## config.mk

```make
export PLATFORM = sky130hd
export DESIGN_NAME = instr_ring
export DESIGN_NICKNAME = d
export VERILOG_FILES = /design/src/rtl/iring_pkg.sv /design/src/rtl/iring_store.sv /design/src/rtl/iring_park.sv /design/src/rtl/instr_ring.sv
export SDC_FILE = /design/constraint.sdc
export NUM_CORES = 1
export LEC_CHECK = 0
export BUFFER_PORTS_ARGS = -buffer_cell sky130_fd_sc_hd__buf_2
export CORE_AREA = 2 2 144 146
export CTS_BUF_LIST = sky130_fd_sc_hd__clkbuf_8
export CTS_CLUSTER_DIAMETER = 120
export DETAILED_ROUTE_END_ITERATION = 8
export DIE_AREA = 0 0 146 148
export GPL_TIMING_DRIVEN = 0
export PLACE_DENSITY = 0.7
export SETUP_SLACK_MARGIN = 0.1
export SYNTH_ARGS = -nofsm -noshare
export SYNTH_HDL_FRONTEND = slang
export SYNTH_SLANG_ARGS = --single-unit
```

## constraint.sdc

```tcl
create_clock -name clk -period 4.3 [get_ports clk]
set_input_delay 0 -clock clk [delete_from_list [all_inputs] [get_ports clk]]
set_output_delay 0 -clock clk [all_outputs]
set_load 0.02 [all_outputs]
```

## src/rtl/iring_pkg.sv

```systemverilog
package iring_pkg;
    typedef enum logic [1:0] {
        K_NORM   = 2'b00,
        K_KILL   = 2'b01,
        K_CLOG   = 2'b10,
        K_UNCLOG = 2'b11
    } kind_e;
endpackage

```

## src/rtl/iring_store.sv

```systemverilog
module iring_store #(
    parameter int DEPTH = 8,
    parameter int IW    = 16
) (
    input  logic          clk,
    input  logic          rst_n,
    input  logic          pop,
    input  logic          rq_push,
    input  logic [IW-1:0] rq_data,
    input  logic          in_push,
    input  logic [IW-1:0] in_data,
    output logic [IW-1:0] head,
    output logic          empty,
    output logic          full
);
    localparam int PW = (DEPTH > 1) ? $clog2(DEPTH) : 1;
    localparam int CW = $clog2(DEPTH + 1);

    typedef struct packed {
        logic [PW-1:0] rd;
        logic [PW-1:0] wr;
        logic [CW-1:0] cnt;
    } ptr_t;

    ptr_t          s_d, s_q;
    logic [IW-1:0] mem_d [DEPTH];
    logic [IW-1:0] mem_q [DEPTH];

    function automatic logic [PW-1:0] adv(input logic [PW-1:0] p);
        return (p == PW'(DEPTH - 1)) ? '0 : p + 1'b1;
    endfunction

    always_comb begin
        s_d   = s_q;
        mem_d = mem_q;
        if (pop) begin
            s_d.rd = adv(s_q.rd);
        end
        // a requeued entry takes the insertion slot before a new arrival
        if (rq_push) begin
            mem_d[s_d.wr] = rq_data;
            s_d.wr        = adv(s_d.wr);
        end
        if (in_push) begin
            mem_d[s_d.wr] = in_data;
            s_d.wr        = adv(s_d.wr);
        end
        s_d.cnt = s_q.cnt + CW'(rq_push) + CW'(in_push) - CW'(pop);
    end

    always_ff @(posedge clk) begin
        if (!rst_n) begin
            s_q <= '0;
        end else begin
            s_q   <= s_d;
            mem_q <= mem_d;
        end
    end

    assign head  = mem_q[s_q.rd];
    assign empty = (s_q.cnt == '0);
    assign full  = (s_q.cnt == CW'(DEPTH));


    no_overflow_chk: assert property (@(posedge clk) disable iff (!rst_n)
        (full && !pop) |-> !(rq_push || in_push));


    no_underflow_chk: assert property (@(posedge clk) disable iff (!rst_n)
        pop |-> !empty);
endmodule

```

## src/rtl/iring_park.sv

```systemverilog
module iring_park
    import iring_pkg::*;
#(
    parameter int KCW = 4
) (
    input  logic           clk,
    input  logic           rst_n,
    input  logic           load,
    input  kind_e          load_kind,
    input  logic [KCW-1:0] load_count,
    input  logic           head_valid,
    input  kind_e          head_kind,
    output logic           busy,
    output logic           kill_wait,
    output logic           kill_take,
    output logic           unclog_take
);
    typedef struct packed {
        logic           busy;
        logic           is_kill;
        logic [KCW-1:0] left;
    } park_t;

    park_t p_d, p_q;

    always_comb begin
        p_d         = p_q;
        kill_take   = p_q.busy && p_q.is_kill && head_valid && (head_kind != K_CLOG);
        unclog_take = p_q.busy && !p_q.is_kill && head_valid && (head_kind == K_CLOG);
        if (kill_take) begin
            if (p_q.left == '0) begin
                p_d.busy = 1'b0;
            end else begin
                p_d.left = p_q.left - 1'b1;
            end
        end
        if (unclog_take) begin
            p_d.busy = 1'b0;
        end
        if (load) begin
            p_d.busy    = 1'b1;
            p_d.is_kill = (load_kind == K_KILL);
            p_d.left    = load_count;
        end
    end

    always_ff @(posedge clk) begin
        if (!rst_n) begin
            p_q <= '0;
        end else begin
            p_q <= p_d;
        end
    end

    assign busy      = p_q.busy;
    assign kill_wait = p_q.busy && p_q.is_kill;


    kill_last_chk: assert property (@(posedge clk) disable iff (!rst_n)
        (kill_take && p_q.left == '0) |=> !busy);


    kill_more_chk: assert property (@(posedge clk) disable iff (!rst_n)
        (kill_take && p_q.left != '0) |=> kill_wait);


    unclog_pair_chk: assert property (@(posedge clk) disable iff (!rst_n)
        unclog_take |=> !busy);
endmodule

```

## src/rtl/instr_ring.sv

```systemverilog
module instr_ring
    import iring_pkg::*;
#(
    parameter int DEPTH = 8,
    parameter int IW    = 16,
    parameter int KCW   = 4
) (
    input  logic          clk,
    input  logic          rst_n,
    input  logic          in_valid,
    output logic          in_ready,
    input  logic [IW-1:0] in_instr,
    output logic          exec_valid,
    output logic [IW-1:0] exec_instr,
    input  logic          exec_retire,
    input  logic          exec_requeue
);
    logic [IW-1:0] head;
    logic          empty, full;
    logic          parked, kill_wait, kill_take, unclog_take;
    kind_e         head_kind, in_kind;
    logic          head_valid, in_fire, in_special;
    logic          do_retire, do_requeue, pop;

    assign head_kind  = kind_e'(head[IW-1 -: 2]);
    assign in_kind    = kind_e'(in_instr[IW-1 -: 2]);
    assign head_valid = !empty;

    assign in_ready   = !full && !parked;
    assign in_fire    = in_valid && in_ready;
    assign in_special = (in_kind == K_KILL) || (in_kind == K_UNCLOG);

    assign exec_valid = head_valid && (head_kind == K_NORM) && !kill_wait;
    assign exec_instr = head;
    assign do_retire  = exec_valid && exec_retire;
    assign do_requeue = exec_valid && exec_requeue && !exec_retire && !full;
    assign pop        = do_retire || do_requeue || kill_take || unclog_take;

    iring_store #(.DEPTH(DEPTH), .IW(IW)) u_store (
        .clk     (clk),
        .rst_n   (rst_n),
        .pop     (pop),
        .rq_push (do_requeue),
        .rq_data (head),
        .in_push (in_fire && !in_special),
        .in_data (in_instr),
        .head    (head),
        .empty   (empty),
        .full    (full)
    );

    iring_park #(.KCW(KCW)) u_park (
        .clk         (clk),
        .rst_n       (rst_n),
        .load        (in_fire && in_special),
        .load_kind   (in_kind),
        .load_count  (in_instr[KCW-1:0]),
        .head_valid  (head_valid),
        .head_kind   (head_kind),
        .busy        (parked),
        .kill_wait   (kill_wait),
        .kill_take   (kill_take),
        .unclog_take (unclog_take)
    );


    clog_holds_chk: assert property (@(posedge clk) disable iff (!rst_n)
        (head_valid && head_kind == K_CLOG && !unclog_take)
        |=> (head_valid && head_kind == K_CLOG));


    full_requeue_chk: assert property (@(posedge clk) disable iff (!rst_n)
        (full && exec_valid && exec_requeue && !exec_retire)
        |=> (exec_valid && $stable(exec_instr)));
endmodule

```

# Word level (Yosys, flattened, before mapping)
# Index checks and enable logic that the tools add are counted.
# word_totals
regBits,144
latchBits,0
ramBits,0
mem_bits_ro,0
inputBits,21
out_inout_bits,18
mem_count,0
# op_classes
add_sub_neg,7
multipliers,0
div_mod_pow,0
order_cmp,5
eq_ne,9
n_shift,0
muxes,22
n_bitwise,3
n_reduce_logical,37
# ops
cell,count
$bwmux W128,2
$mux W128,2
$demux W16 S3,2
$mux W16,4
$bmux W16 S3,1
$logic_and A1 B1 Y1,18
$mux W3,5
$ge A4 B4 Y1 const B,3
$not A3 Y4,3
$add A3 B1 Y3 const B,3
$eq A3 B3 Y1 const B,3
$add A4 B1 Y4,2
$logic_not A4 Y1,2
$lt A4 B1 Y1 const B,2
$mux W4,2
$logic_not A1 Y1,7
$mux W6,1
$reduce_bool A3 Y1,2
$eq A2 B2 Y1 const B,2
$eq A4 B4 Y1 const B,1
$logic_or A1 B1 Y1,4
$reduce_and A2 Y1,2
$sub A4 B1 Y4,1
$sub A4 B1 Y4 const B,1
6 further kinds,8

# Longest topological paths before layout
# Gate-level depths: netlist of the first run.
# logic_depth
depth_word,18
depth_mapped,14
depth_no_buf,14

# Hierarchy
# Synthesis of the first run repeated with hierarchy kept, for this count alone.
# hier_totals
hier_cells,618
area_unflattened_um2,9465.3
# modules_own_cells
mod,instances,cells_per_inst,area_per_inst_um2,seq_area_each_um2
iring_store,1,558,8999.9,4043.9
iring_park,1,49,395.4,120.1
instr_ring,1,11,70.1,0.0

# Worst setup path before layout of the first run
# OpenSTA, ideal clock, no wires.
# synth_timing
path_kind,flip-flop to flip-flop
from,register u_store.s_q[7] in the netlist's numbering
to,register u_store.mem_q[118] in the netlist's numbering (data pin)
arrival_ns,3.446
path_slack_ns,0.594
stages_incl_launch_ff,10
period_less_slack_ns,3.706
path_cell_list,dfxtp_1 -> buf_2 -> mux4_2 -> mux2_2 -> nor4_4 -> mux2i_2 -> clkinv_2 -> nor3_4 -> buf_4 -> mux2_2
# synth_lines
element,line_no,source
"start, declared",iring_store.sv:25,"ptr_t s_d, s_q;"
"start signal, assigned",iring_store.sv:53,s_q <= '0;
"start signal, assigned",iring_store.sv:55,s_q <= s_d;
"end signal, assigned",iring_store.sv:56,mem_q <= mem_d;
"end, declared",iring_store.sv:27,logic [IW-1:0] mem_q [DEPTH];

==> flow_metrics.env, run 1 <==
export IMPL_status="finished, final reports clean"
export IMPL_nets=738
export IMPL_clkTransAtPathRegs_ps=80
export IMPL_dr_total_vias=5742
export IMPL_max_cap_violations=0
export IMPL_critical_path_slowest_cell="mux4_2"
export IMPL_drive_above_1_share=0.495
export IMPL_antenna_found_initial=0
export IMPL_die_x_um=146
export IMPL_synth_seq_cells=144
export IMPL_synth_edf_count=128
export IMPL_period_minus_slack_ps=3960
export IMPL_totalWireLength_mm=21.6
export IMPL_async_reset_ff_frac=0
export IMPL_ios=39
export IMPL_synth_nets=659
export IMPL_r2r_start="u_store.s_q[7]$_SDFFE_PN0N_"
export IMPL_finalHoldViolCount=0
export IMPL_drc=0
export IMPL_io_buffers=38
export IMPL_via_per_inst=5.82
export IMPL_n_antenna_cell=0
export IMPL_area_growth_pct=13.2
export IMPL_max_slew_margin=0.251
export IMPL_fillerInstances=1759
export IMPL_dr_pass1_iters=4
export IMPL_worst_r2r_path_depth=12
export IMPL_synthTopCellsByArea="edfxtp_1, mux2_2, mux4_2"
export IMPL_crit_path_max_fanout=10
export IMPL_routed_top_layer="met4"
export IMPL_powerDensity_nw_per_um2=414
export IMPL_grt_pass1_wl_mm=33.7
export IMPL_min_from="in_valid"
export IMPL_cpLargestDelayFamily="multiplexers"
export IMPL_synth_distinct_cells=52
export IMPL_core_um2=20000
export IMPL_rsz0062_at_grt="no"
export IMPL_wl_met1_mm=9.07
export IMPL_fin_ws_ps=343
export IMPL_cts_htree_levels=4
export IMPL_path_buf_inv=6
export IMPL_place_ws_ps=-125
export IMPL_dpl_hpwl_mm=13.8
export IMPL_cts_tree="built"
export IMPL_seqCellArea_um2=4160
export IMPL_final_antenna_net_count=0
export IMPL_holdPathEnd="u_park.p_q[2]$_SDFFE_PN0P_"
export IMPL_cp_arrival_ps=4150
export IMPL_drv_slew=0
export IMPL_path_cells="buf_2 > mux4_2 > mux2_2 > nor4_4 > buf_4 > buf_12 > buf_6 > and3_1 > buf_2 > buf_2 > mux2_2 > mux2_2"
export IMPL_synth_top_area_frac=0.430
export IMPL_syn_inst=625
export IMPL_grt_pass1_vias=6053
export IMPL_hold_depth=3
export IMPL_r2r_setup_slack_ps=340
export IMPL_cp_end_kind="flop"
export IMPL_root_buffer="clkbuf_8"
export IMPL_cts_buffer_depth=2
export IMPL_die_y_um=148
export IMPL_path_class="flop to flop"
export IMPL_track_usage=0.203
export IMPL_clkSinkCount=144
export IMPL_critPathMaxStageDelay_ps=550
export IMPL_grt_max_degree=101
export IMPL_multi_input_area_um2=4530
export IMPL_clk_latency_ps=450
export IMPL_wl_per_cell_um=21.8
export IMPL_cp_required_ps=4490
export IMPL_syn_cell_area_um2=8950
export IMPL_max_freq_mhz=253
export IMPL_grt_overflow=0
export IMPL_hp_class="input port to flop"
export IMPL_avgSynthCellArea_um2=14.3
export IMPL_tns_ps=0
export IMPL_start_util=0.446
export IMPL_timing_rr_end="u_store.mem_q[39]$_DFFE_PP_"
export IMPL_cts_buffers=17
export IMPL_rows=52
export IMPL_seq_area_frac_synth=0.465
export IMPL_drtIter0Drc=452
export IMPL_finalSetupViolCount=0
export IMPL_p_leak_nw=3.68
export IMPL_yosys_most_used_dff="edfxtp_1"
export IMPL_die_area_um2=21600
export IMPL_ir_drop_v=0.000207
export IMPL_met2WireLength_mm=10.7
export IMPL_ys_warn_count=0
export IMPL_layout_worst_path_cycle_share=0.920
export IMPL_gp_congestion=0.835
export IMPL_yosysTopAreaCell="edfxtp_1"
export IMPL_wl_met3_mm=1.26
export IMPL_fin_skew_ps=14.2
export IMPL_crit_start="u_store.s_q[7]$_SDFFE_PN0N_"
export IMPL_crit_path_start_kind="flop"
export IMPL_max_slew_worst_pin_slew_ps=1120
==> worst min-delay path, cell delays in order <==
cell and delay [ps]:
buf_2 100, nand3_1 280, a21oi_1 110
==> per-layer routing <==
metal	global-route usage	vias up
met5	0	-
met4	0.0879	0
met3	0.0383	45
met2	0.345	209
met1	0.254	2880
li1	-	2608
==> cell usage after synthesis (3+ instances only) <==
cell type  count
xor2_1         4
o21ai_0       14
dfxtp_1       16
a21oi_1        5
buf_2         18
inv_1         12
nor3b_1        6
nor2b_1        7
mux2_2       213
nor3_1         4
clkbuf_1      10
and3b_1        7
mux4_2        32
a21boi_0       3
nand4_1       15
and3_1         5
buf_1          7
nand2b_1       7
and2_1         6
edfxtp_1     128
nand2_1       13
mux2i_1       28
nor2_1        10
buf_6          3
o21ai_1        6
ha_1          11
buf_4          3
==> sequential cells by signal, indices dropped and copies added (netlist names) <==
register       flops
u_store.mem_q    128
u_store.s_q       10
u_park.p_q         5
u_park.busy        1
==> cell type report <==
| cell class | count | area share |
|---|---|---|
| buffer | 40 | 0.0204 |
| clock buffer | 21 | 0.0285 |
| clock inverter | 11 | 0.00976 |
| inverter | 15 | 0.00568 |
| multi-input combinational | 425 | 0.447 |
| sequential | 144 | 0.411 |
| tap | 270 | 0.0334 |
| timing repair buffer | 61 | 0.0439 |
==> metrics by stage <==
step           instance area (µm²)  cells  utilization  hold WS [ps]  total power, mW
2_1_floorplan                 8950    625            -           112             2.73
3_3_place_gp                  9470    933        0.473           376             3.05
3_5_place_dp                  9510    934        0.474           385             3.11
4_1_cts                      10100    985        0.504          70.4             4.19
5_1_grt                      10100    987        0.505           112             4.39
6_report                     10100    987        0.505          86.6             4.19
==> cell usage in the layout (no fill, tap or decap), types with 4 or more instances in the layout <==
cell	instances
inv_1	16
dlygate4sd3_1	17
nand4_1	15
mux2_2	213
nor2b_1	7
buf_1	6
nor3_1	4
clkinv_2	5
a21oi_1	5
xor2_1	4
clkbuf_8	21
mux4_2	32
and3b_1	7
buf_2	55
and3_1	5
nand2_1	13
and2_1	6
edfxtp_1	128
nand2b_1	7
buf_6	4
buf_4	7
nor2_1	10
o21ai_0	14
ha_1	11
dfxtp_1	16
mux2i_1	28
clkbuf_1	10
nor3b_1	6
o21ai_1	6
==> cell families (layout without fill, tap and decap cells) <==
family	count (synthesis)	after routing	synth area share
compound gates	33	33	0.0211
xor+xnor	6	6	0.00587
fa+ha+maj	13	13	0.0199
buf+inv	56	148	0.0299
flops	144	144	0.465
mux	276	276	0.385
simple gates	97	97	0.0724
==> report_power, final <==
group          switching [mW]  internal [mW]
Combinational           0.750          0.613
Clock                   0.510          0.563
Sequential             0.0692           1.69
Total                    1.33           2.86
==> repair_timing <==
item	4_1_cts	5_1_grt
hold buffers	17	0
hold endpoints to repair	136	0
pin swaps	1	1
gates resized for setup	1	1
endpoints found under the setup margin	17	16
buffers inserted	2	3
==> worst max-delay path by stage <==
stage | endpoint | slack (ps) | cells after the start
finish | u_store.mem_q[39]$_DFFE_PP_ | 340 | 12
global route | u_store.s_q[1]$_SDFF_PN0_ | 200 | 11
CTS | u_store.mem_q[122]$_DFFE_PP_ | 220 | 10
detailed placement | u_store.mem_q[122]$_DFFE_PP_ | -130 | 9
global placement | u_store.mem_q[119]$_DFFE_PP_ | -30 | 9
floorplan | u_store.mem_q[118]$_DFFE_PP_ | 590 | 9
Power figures use the tool's default switching activity.
==> inputs of run 2 (changes only) <==
--- a/config.mk
+++ b/config.mk
@@ -5,14 +5,14 @@
 export SDC_FILE = /design/constraint.sdc
 export NUM_CORES = 1
 export LEC_CHECK = 0
-export BUFFER_PORTS_ARGS = -buffer_cell sky130_fd_sc_hd__buf_2
-export CORE_AREA = 2 2 144 146
+export CORE_AREA = 2 2 132 160
 export CTS_BUF_LIST = sky130_fd_sc_hd__clkbuf_8
 export CTS_CLUSTER_DIAMETER = 120
 export DETAILED_ROUTE_END_ITERATION = 8
-export DIE_AREA = 0 0 146 148
+export DIE_AREA = 0 0 134 162
+export DONT_BUFFER_PORTS = 1
 export GPL_TIMING_DRIVEN = 0
-export PLACE_DENSITY = 0.7
+export PLACE_DENSITY = 0.68
 export SETUP_SLACK_MARGIN = 0.1
 export SYNTH_ARGS = -nofsm -noshare
 export SYNTH_HDL_FRONTEND = slang
==> run 2 against run 1 <==
  * Critical path type unchanged
  * Clock-buffer cell count down 4
  * Flip-flop and latch count unchanged
  * Final area down 2.5%
  * Power down 5.7%
  * Clock power down 15%
  * First-iteration DRC count up 7.7%
  * Setup slack worse by 74 ps
  * Highest routed layer unchanged
  * Sequential share of layout area up 1.1 points
  * Die area up 0.46%
  * Clock skew up 4.9 ps
==> flow_metrics.env, run 2 (same netlist as run 1, synthesis figures left out) <==
export IMPL_fin_util=0.492
export IMPL_drtIter0Drc=487
export IMPL_clk_latency_ps=450
export IMPL_cts_tree="built"
export IMPL_powerDensity_nw_per_um2=401
export IMPL_crit_path_start_kind="flop"
export IMPL_track_usage=0.207
export IMPL_ir_drop_v=0.000192
export IMPL_max_slew_worst_pin_slew_ps=1190
export IMPL_grt_pass1_vias=5940
export IMPL_path_class="flop to flop"
export IMPL_clkSinkCount=144
export IMPL_dr_total_vias=5643
export IMPL_r2r_setup_slack_ps=270
export IMPL_fin_skew_ps=19.1
export IMPL_root_buffer="clkbuf_8"
export IMPL_top_register="u_store.mem_q"
export IMPL_max_cap_violations=0
export IMPL_io_buffers=0
export IMPL_n_antenna_cell=0
export IMPL_grt_max_degree=136
export IMPL_wl_per_cell_um=23.2
export IMPL_cp_required_ps=4510
export IMPL_ios=39
export IMPL_final_antenna_net_count=0
export IMPL_start_util=0.446
export IMPL_finalHoldViolCount=0
export IMPL_die_x_um=134
export IMPL_via_per_inst=5.96
export IMPL_cp_arrival_ps=4240
export IMPL_total_power_mw=3.95
export IMPL_cts_buffers=17
export IMPL_totalWireLength_mm=22.0
export IMPL_layout_worst_path_cycle_share=0.937
export IMPL_p_leak_nw=3.50
export IMPL_drive_above_1_share=0.468
export IMPL_grt_pass1_wl_mm=33.7
export IMPL_cts_buffer_depth=2
export IMPL_rsz0062_at_grt="no"
export IMPL_hp_class="input port to flop"
export IMPL_clkTransAtPathRegs_ps=80
export IMPL_finalSetupViolCount=0
export IMPL_layout_common_cells="mux2_2, edfxtp_1, mux4_2"
export IMPL_drc=0
export IMPL_status="finished, final reports clean"
export IMPL_rows=57
export IMPL_max_slew_margin=0.209
export IMPL_period_minus_slack_ps=4030
export IMPL_max_freq_mhz=248
export IMPL_die_y_um=162
export IMPL_grt_overflow=0
export IMPL_nets=704
export IMPL_gp_congestion=0.818
export IMPL_antenna_found_initial=0
export IMPL_cp_end_kind="flop"
export IMPL_tns_ps=0
export IMPL_crit_path_max_fanout=10
export IMPL_layout_commonest_cell="mux2_2"
export IMPL_reg_top3="u_store.mem_q x128, u_store.s_q x10, u_park.p_q x5"
export IMPL_largest_register_ffs=128
export IMPL_drv_slew=0
export IMPL_dpl_hpwl_mm=13.8
export IMPL_cts_htree_levels=4
export IMPL_area_growth_pct=10.3
export IMPL_core_um2=20000
export IMPL_dr_pass1_iters=5
export IMPL_die_area_um2=21700
[run 2: changes by cell type in the layout (fill, tap and decap cells not counted)]
cell           previous run  this run
buf_12                    1         0
buf_2                    55        18
buf_4                     7        11
buf_6                     4         3
bufinv_16                 2         0
clkbuf_8                 21        17
clkinv_4                  0         2
clkinvlp_4                0         2
dlygate4sd3_1            17        18
inv_6                     0         1
mux2i_1                  28        27
mux2i_2                   0         1
nand3_1                   1         2
nand3_2                   3         2
[run 2: area by class of cell]
class | instances | area [µm²]
inverters | 15 | 57.6
flip-flops and latches | 144 | 4160
multi-input cells | 425 | 4530
clock inverters | 14 | 80.1
fillers | 1718 | 10200
plain buffers | 40 | 206
repair buffers | 27 | 268
well taps | 265 | 332
clock buffers | 17 | 234
[run 2: worst paths after layout]
path,endpoint,start,cells past startpoint
max reg2reg,u_store.mem_q[25]$_DFFE_PP_,u_store.s_q[7]$_SDFFE_PN0N_,10
max,u_store.mem_q[25]$_DFFE_PP_,u_store.s_q[7]$_SDFFE_PN0N_,10
min reg2reg,u_park.busy$_SDFFE_PN0P_,u_park.busy$_SDFFE_PN0P_,2
min,u_park.p_q[1]$_SDFFE_PN0P_,in_instr[14],3
[run 2: where the power goes]
part           leakage [nW]  switching, mW  internal (mW)
Combinational          1.95          0.725          0.563
Clock                 0.174          0.529          0.383
Sequential             1.38         0.0688           1.69
Total                  3.50           1.32           2.63
[run 2: stage by stage]
stage	setup slack (ps)	area, µm²	hold WS, ps	instances
floorplan	594	8950	112	625
global placement	-178	9280	129	890
detailed placement	-251	9280	124	890
CTS	136	9830	20.6	943
global route	112	9870	104	947
finish	270	9870	34.6	947
[run 2: routing by layer]
layer | routed length, µm | global-route usage
met5 | 0 | 0
met4 | 422 | 0.0716
met3 | 1200 | 0.0390
met2 | 11400 | 0.365
met1 | 8960 | 0.254
[run 2: worst max-delay path, stage by stage (launching register included)]
cell,delay (ps)
dfxtp_1,350
buf_2,230
mux4_2,550
mux2_2,410
nor4_4,300
buf_4,190
buf_4,130
mux2i_2,450
nand3_1,450
buf_2,400
mux2_2,310
[run 2: what timing repair did]
item / CTS / global route
setup endpoints to repair: 25 / 18
endpoints found under the hold margin: 264 / 0
hold buffers: 19 / 0
gates resized for setup: 1 / 1
pin swaps: 1 / 1
buffers inserted: 3 / 5
==> inputs of run 3 (changes only) <==
--- a/config.mk
+++ b/config.mk
@@ -5,14 +5,17 @@
 export SDC_FILE = /design/constraint.sdc
 export NUM_CORES = 1
 export LEC_CHECK = 0
-export CORE_AREA = 2 2 132 160
+export ABC_AREA = 1
+export CELL_PAD_IN_SITES_DETAIL_PLACEMENT = 0
+export CELL_PAD_IN_SITES_GLOBAL_PLACEMENT = 1
+export CORE_AREA = 2 2 139 168
 export CTS_BUF_LIST = sky130_fd_sc_hd__clkbuf_8
 export CTS_CLUSTER_DIAMETER = 120
 export DETAILED_ROUTE_END_ITERATION = 8
-export DIE_AREA = 0 0 134 162
+export DIE_AREA = 0 0 141 170
 export DONT_BUFFER_PORTS = 1
 export GPL_TIMING_DRIVEN = 0
-export PLACE_DENSITY = 0.68
+export PLACE_DENSITY = 0.85
 export SETUP_SLACK_MARGIN = 0.1
 export SYNTH_ARGS = -nofsm -noshare
 export SYNTH_HDL_FRONTEND = slang
==> constraint.sdc (replaced) <==
create_clock -name clk -period 5.1 [get_ports clk]
set_input_delay 0 -clock clk [delete_from_list [all_inputs] [get_ports clk]]
set_output_delay 0 -clock clk [all_outputs]
set_load 0.02 [all_outputs]
==> run 3 against run 2 <==
  * Setup slack better by 1500 ps
  * Largest power group is now combinational logic
  * Clock-buffer cell count stayed put
  * Largest cell class unchanged
  * Final cell count is 78% higher
  * Final area is 9.1% higher
  * Non-clock buffer count is 48 higher
  * Global-route usage is 9.7 points higher
  * Critical path type unchanged
==> flow_metrics.env, run 3 <==
export IMPL_cts_htree_levels=4
export IMPL_grt_pass1_vias=9190
export IMPL_layout_common_cells="nand2_1, nand3_1, edfxtp_1"
export IMPL_r2r_start="u_store.s_q[8]$_SDFFE_PN0N_"
export IMPL_synth_top_area_frac=0.388
export IMPL_crit_path_max_fanout=10
export IMPL_grt_overflow=0
export IMPL_grt_pass1_wl_mm=54.5
export IMPL_avgSynthCellArea_um2=7.22
export IMPL_ir_drop_v=0.000226
export IMPL_top_register="u_store.mem_q"
export IMPL_largest_register_ffs=128
export IMPL_synthTopCellsByArea="edfxtp_1, nand2_1, nand3_1"
export IMPL_min_from="rst_n"
export IMPL_core_um2=22300
export IMPL_root_buffer="clkbuf_8"
export IMPL_io_buffers=0
export IMPL_layout_worst_path_cycle_share=0.643
export IMPL_area_growth_pct=8.76
export IMPL_gp_congestion=0.911
export IMPL_path_class="flop to flop"
export IMPL_max_slew_margin=0.465
export IMPL_holdWs_ps=29.2
export IMPL_die_y_um=170
export IMPL_totalWireLength_mm=36.3
export IMPL_final_antenna_net_count=0
export IMPL_synth_distinct_cells=35
export IMPL_synth_cells_most_frequent="nand2_1, nand3_1, edfxtp_1"
export IMPL_crit_path_start_kind="flop"
export IMPL_cp_required_ps=5490
export IMPL_switching_share=0.459
export IMPL_synth_most_common_cell="nand2_1"
export IMPL_seq_area_frac_synth=0.420
export IMPL_p_leak_nw=4.99
export IMPL_die_area_um2=24000
export IMPL_crit_start="u_store.s_q[8]$_SDFFE_PN0N_"
export IMPL_hold_depth=1
export IMPL_ios=39
export IMPL_clkSinkCount=144
export IMPL_cts_tree="built"
export IMPL_p_seq_frac=0.346
export IMPL_reg_top3="u_store.mem_q x128, u_store.s_q x10, u_park.p_q x5"
export IMPL_ys_warn_count=0
export IMPL_drive_above_1_share=0.0972
export IMPL_antenna_found_initial=1
export IMPL_intPower_mw=2.46
export IMPL_syn_cell_area_um2=9900
export IMPL_clockPowerShare=0.227
export IMPL_clk_latency_ps=490
export IMPL_wl_per_cell_um=21.5
export IMPL_status="finished, final reports clean"
export IMPL_max_slew_worst_pin_slew_ps=803
export IMPL_cts_buffer_depth=2
export IMPL_worst_r2r_path_depth=16
export IMPL_start_util=0.444
export IMPL_max_freq_mhz=305
export IMPL_yosys_most_used_dff="edfxtp_1"
export IMPL_post_cts_setup_buffer_count=0
export IMPL_synth_nets=1405
export IMPL_powerDensity_nw_per_um2=422
export IMPL_nets=1431
export IMPL_p_comb_frac=0.426
export IMPL_die_x_um=141
export IMPL_synth_seq_cells=144
export IMPL_dr_pass1_iters=5
export IMPL_clkTransAtPathRegs_ps=90
export IMPL_tns_ps=0
export IMPL_hp_class="input port to flop"
export IMPL_grt_max_degree=132
export IMPL_cp_arrival_ps=3670
export IMPL_rsz0062_at_grt="no"
export IMPL_track_usage=0.304
export IMPL_drv_slew=0
export IMPL_dpl_hpwl_mm=24.9
export IMPL_finalHoldViolCount=0
export IMPL_cts_buffers=17
export IMPL_cp_end_kind="flop"
export IMPL_via_per_inst=5.82
export IMPL_p_sw_mw=2.09
export IMPL_yosysTopAreaCell="edfxtp_1"
export IMPL_fin_util=0.483
export IMPL_fin_skew_ps=13.1
export IMPL_drc=0
export IMPL_synth_edf_count=128
export IMPL_period_minus_slack_ps=3280
export IMPL_layout_commonest_cell="nand2_1"
export IMPL_finalSetupViolCount=0
export IMPL_rows=60
export IMPL_fillerInstances=2263
export IMPL_drtIter0Drc=1256
export IMPL_dr_total_vias=9842
export IMPL_syn_inst=1371
export IMPL_async_reset_ff_frac=0
export IMPL_max_cap_violations=0
## run 3: per-stage QoR
stage	setup WS (ps)	power, mW	instance area (µm²)	instances
2_1_floorplan	2260	2.82	9900	1371
3_3_place_gp	1870	3.44	10300	1650
3_5_place_dp	1810	3.45	10300	1650
4_1_cts	1820	4.50	10800	1689
5_1_grt	1580	4.75	10800	1689
6_report	1820	4.55	10800	1690
## run 3: path summary, 6_finish.rpt
| path | to | slack [ps] |
|---|---|---|
| hold / removal | u_store.mem_q[1]$_DFFE_PP_ | 30 |
| hold reg to reg | u_park.p_q[2]$_SDFFE_PN0P_ | 480 |
| setup / recovery | u_store.s_q[1]$_SDFF_PN0_ | 1820 |
| setup reg to reg | u_store.s_q[1]$_SDFF_PN0_ | 1820 |
## run 3: final cells by class
class,instances,area (µm²),share of cell area
multi-input cells,1051,4870,0.452
flip-flops and latches,144,4160,0.387
plain buffers,108,614,0.0570
well taps,279,349,0.0324
inverters,68,255,0.0237
clock buffers,17,234,0.0217
clock inverters,15,194,0.0180
repair buffers,7,87.6,0.00813
diodes,1,2.50,0.000232
## run 3: what timing repair did
| item | 4_1_cts | 5_1_grt |
|---|---|---|
| hold buffers | 7 | 0 |
| endpoints found under the hold margin | 139 | 0 |
| resized for setup | 0 | 0 |
## run 3: power by group through the flow
stage	logic (mW)	clock network [mW]	registers (mW)
CTS	1.89	1.04	1.57
floorplan	1.26	0	1.56
detailed placement	1.85	0	1.59
global placement	1.84	0	1.59
finish	1.94	1.03	1.58
global route	2.08	1.08	1.59
## run 3: per-layer routing
metal  vias up  track usage  share of wire
met5         -            0              0
met4         0        0.152          0.050
met3       112       0.0543          0.084
met2       541        0.496           0.46
met1      4571        0.390           0.40
li1       4618            -              -
## run 3: cell families (layout without fill, tap and decap cells)
kind of cell	count (synthesis)	in the layout	synth area share
XOR/XNOR	2	2	0.00177
AO/OA/AOI/OAI	119	119	0.0719
AND/OR/NAND/NOR	916	916	0.399
multiplexers	1	1	0.00101
other	0	1	0
buffers and inverters	176	215	0.0878
flip-flops	144	144	0.420
adder cells (fa/ha/maj)	13	13	0.0179
## run 3: critical path: stages (launching register included)
cell	delay [ps]
dfxtp_1	550
inv_1	230
nand3_1	130
nand3_1	100
nand2_2	130
buf_2	230
nor2_1	70
nand2_1	80
nand2_1	80
inv_1	100
nand3_1	140
ha_1	330
fa_1	420
inv_1	90
fa_1	410
nand2_1	70
inv_1	40
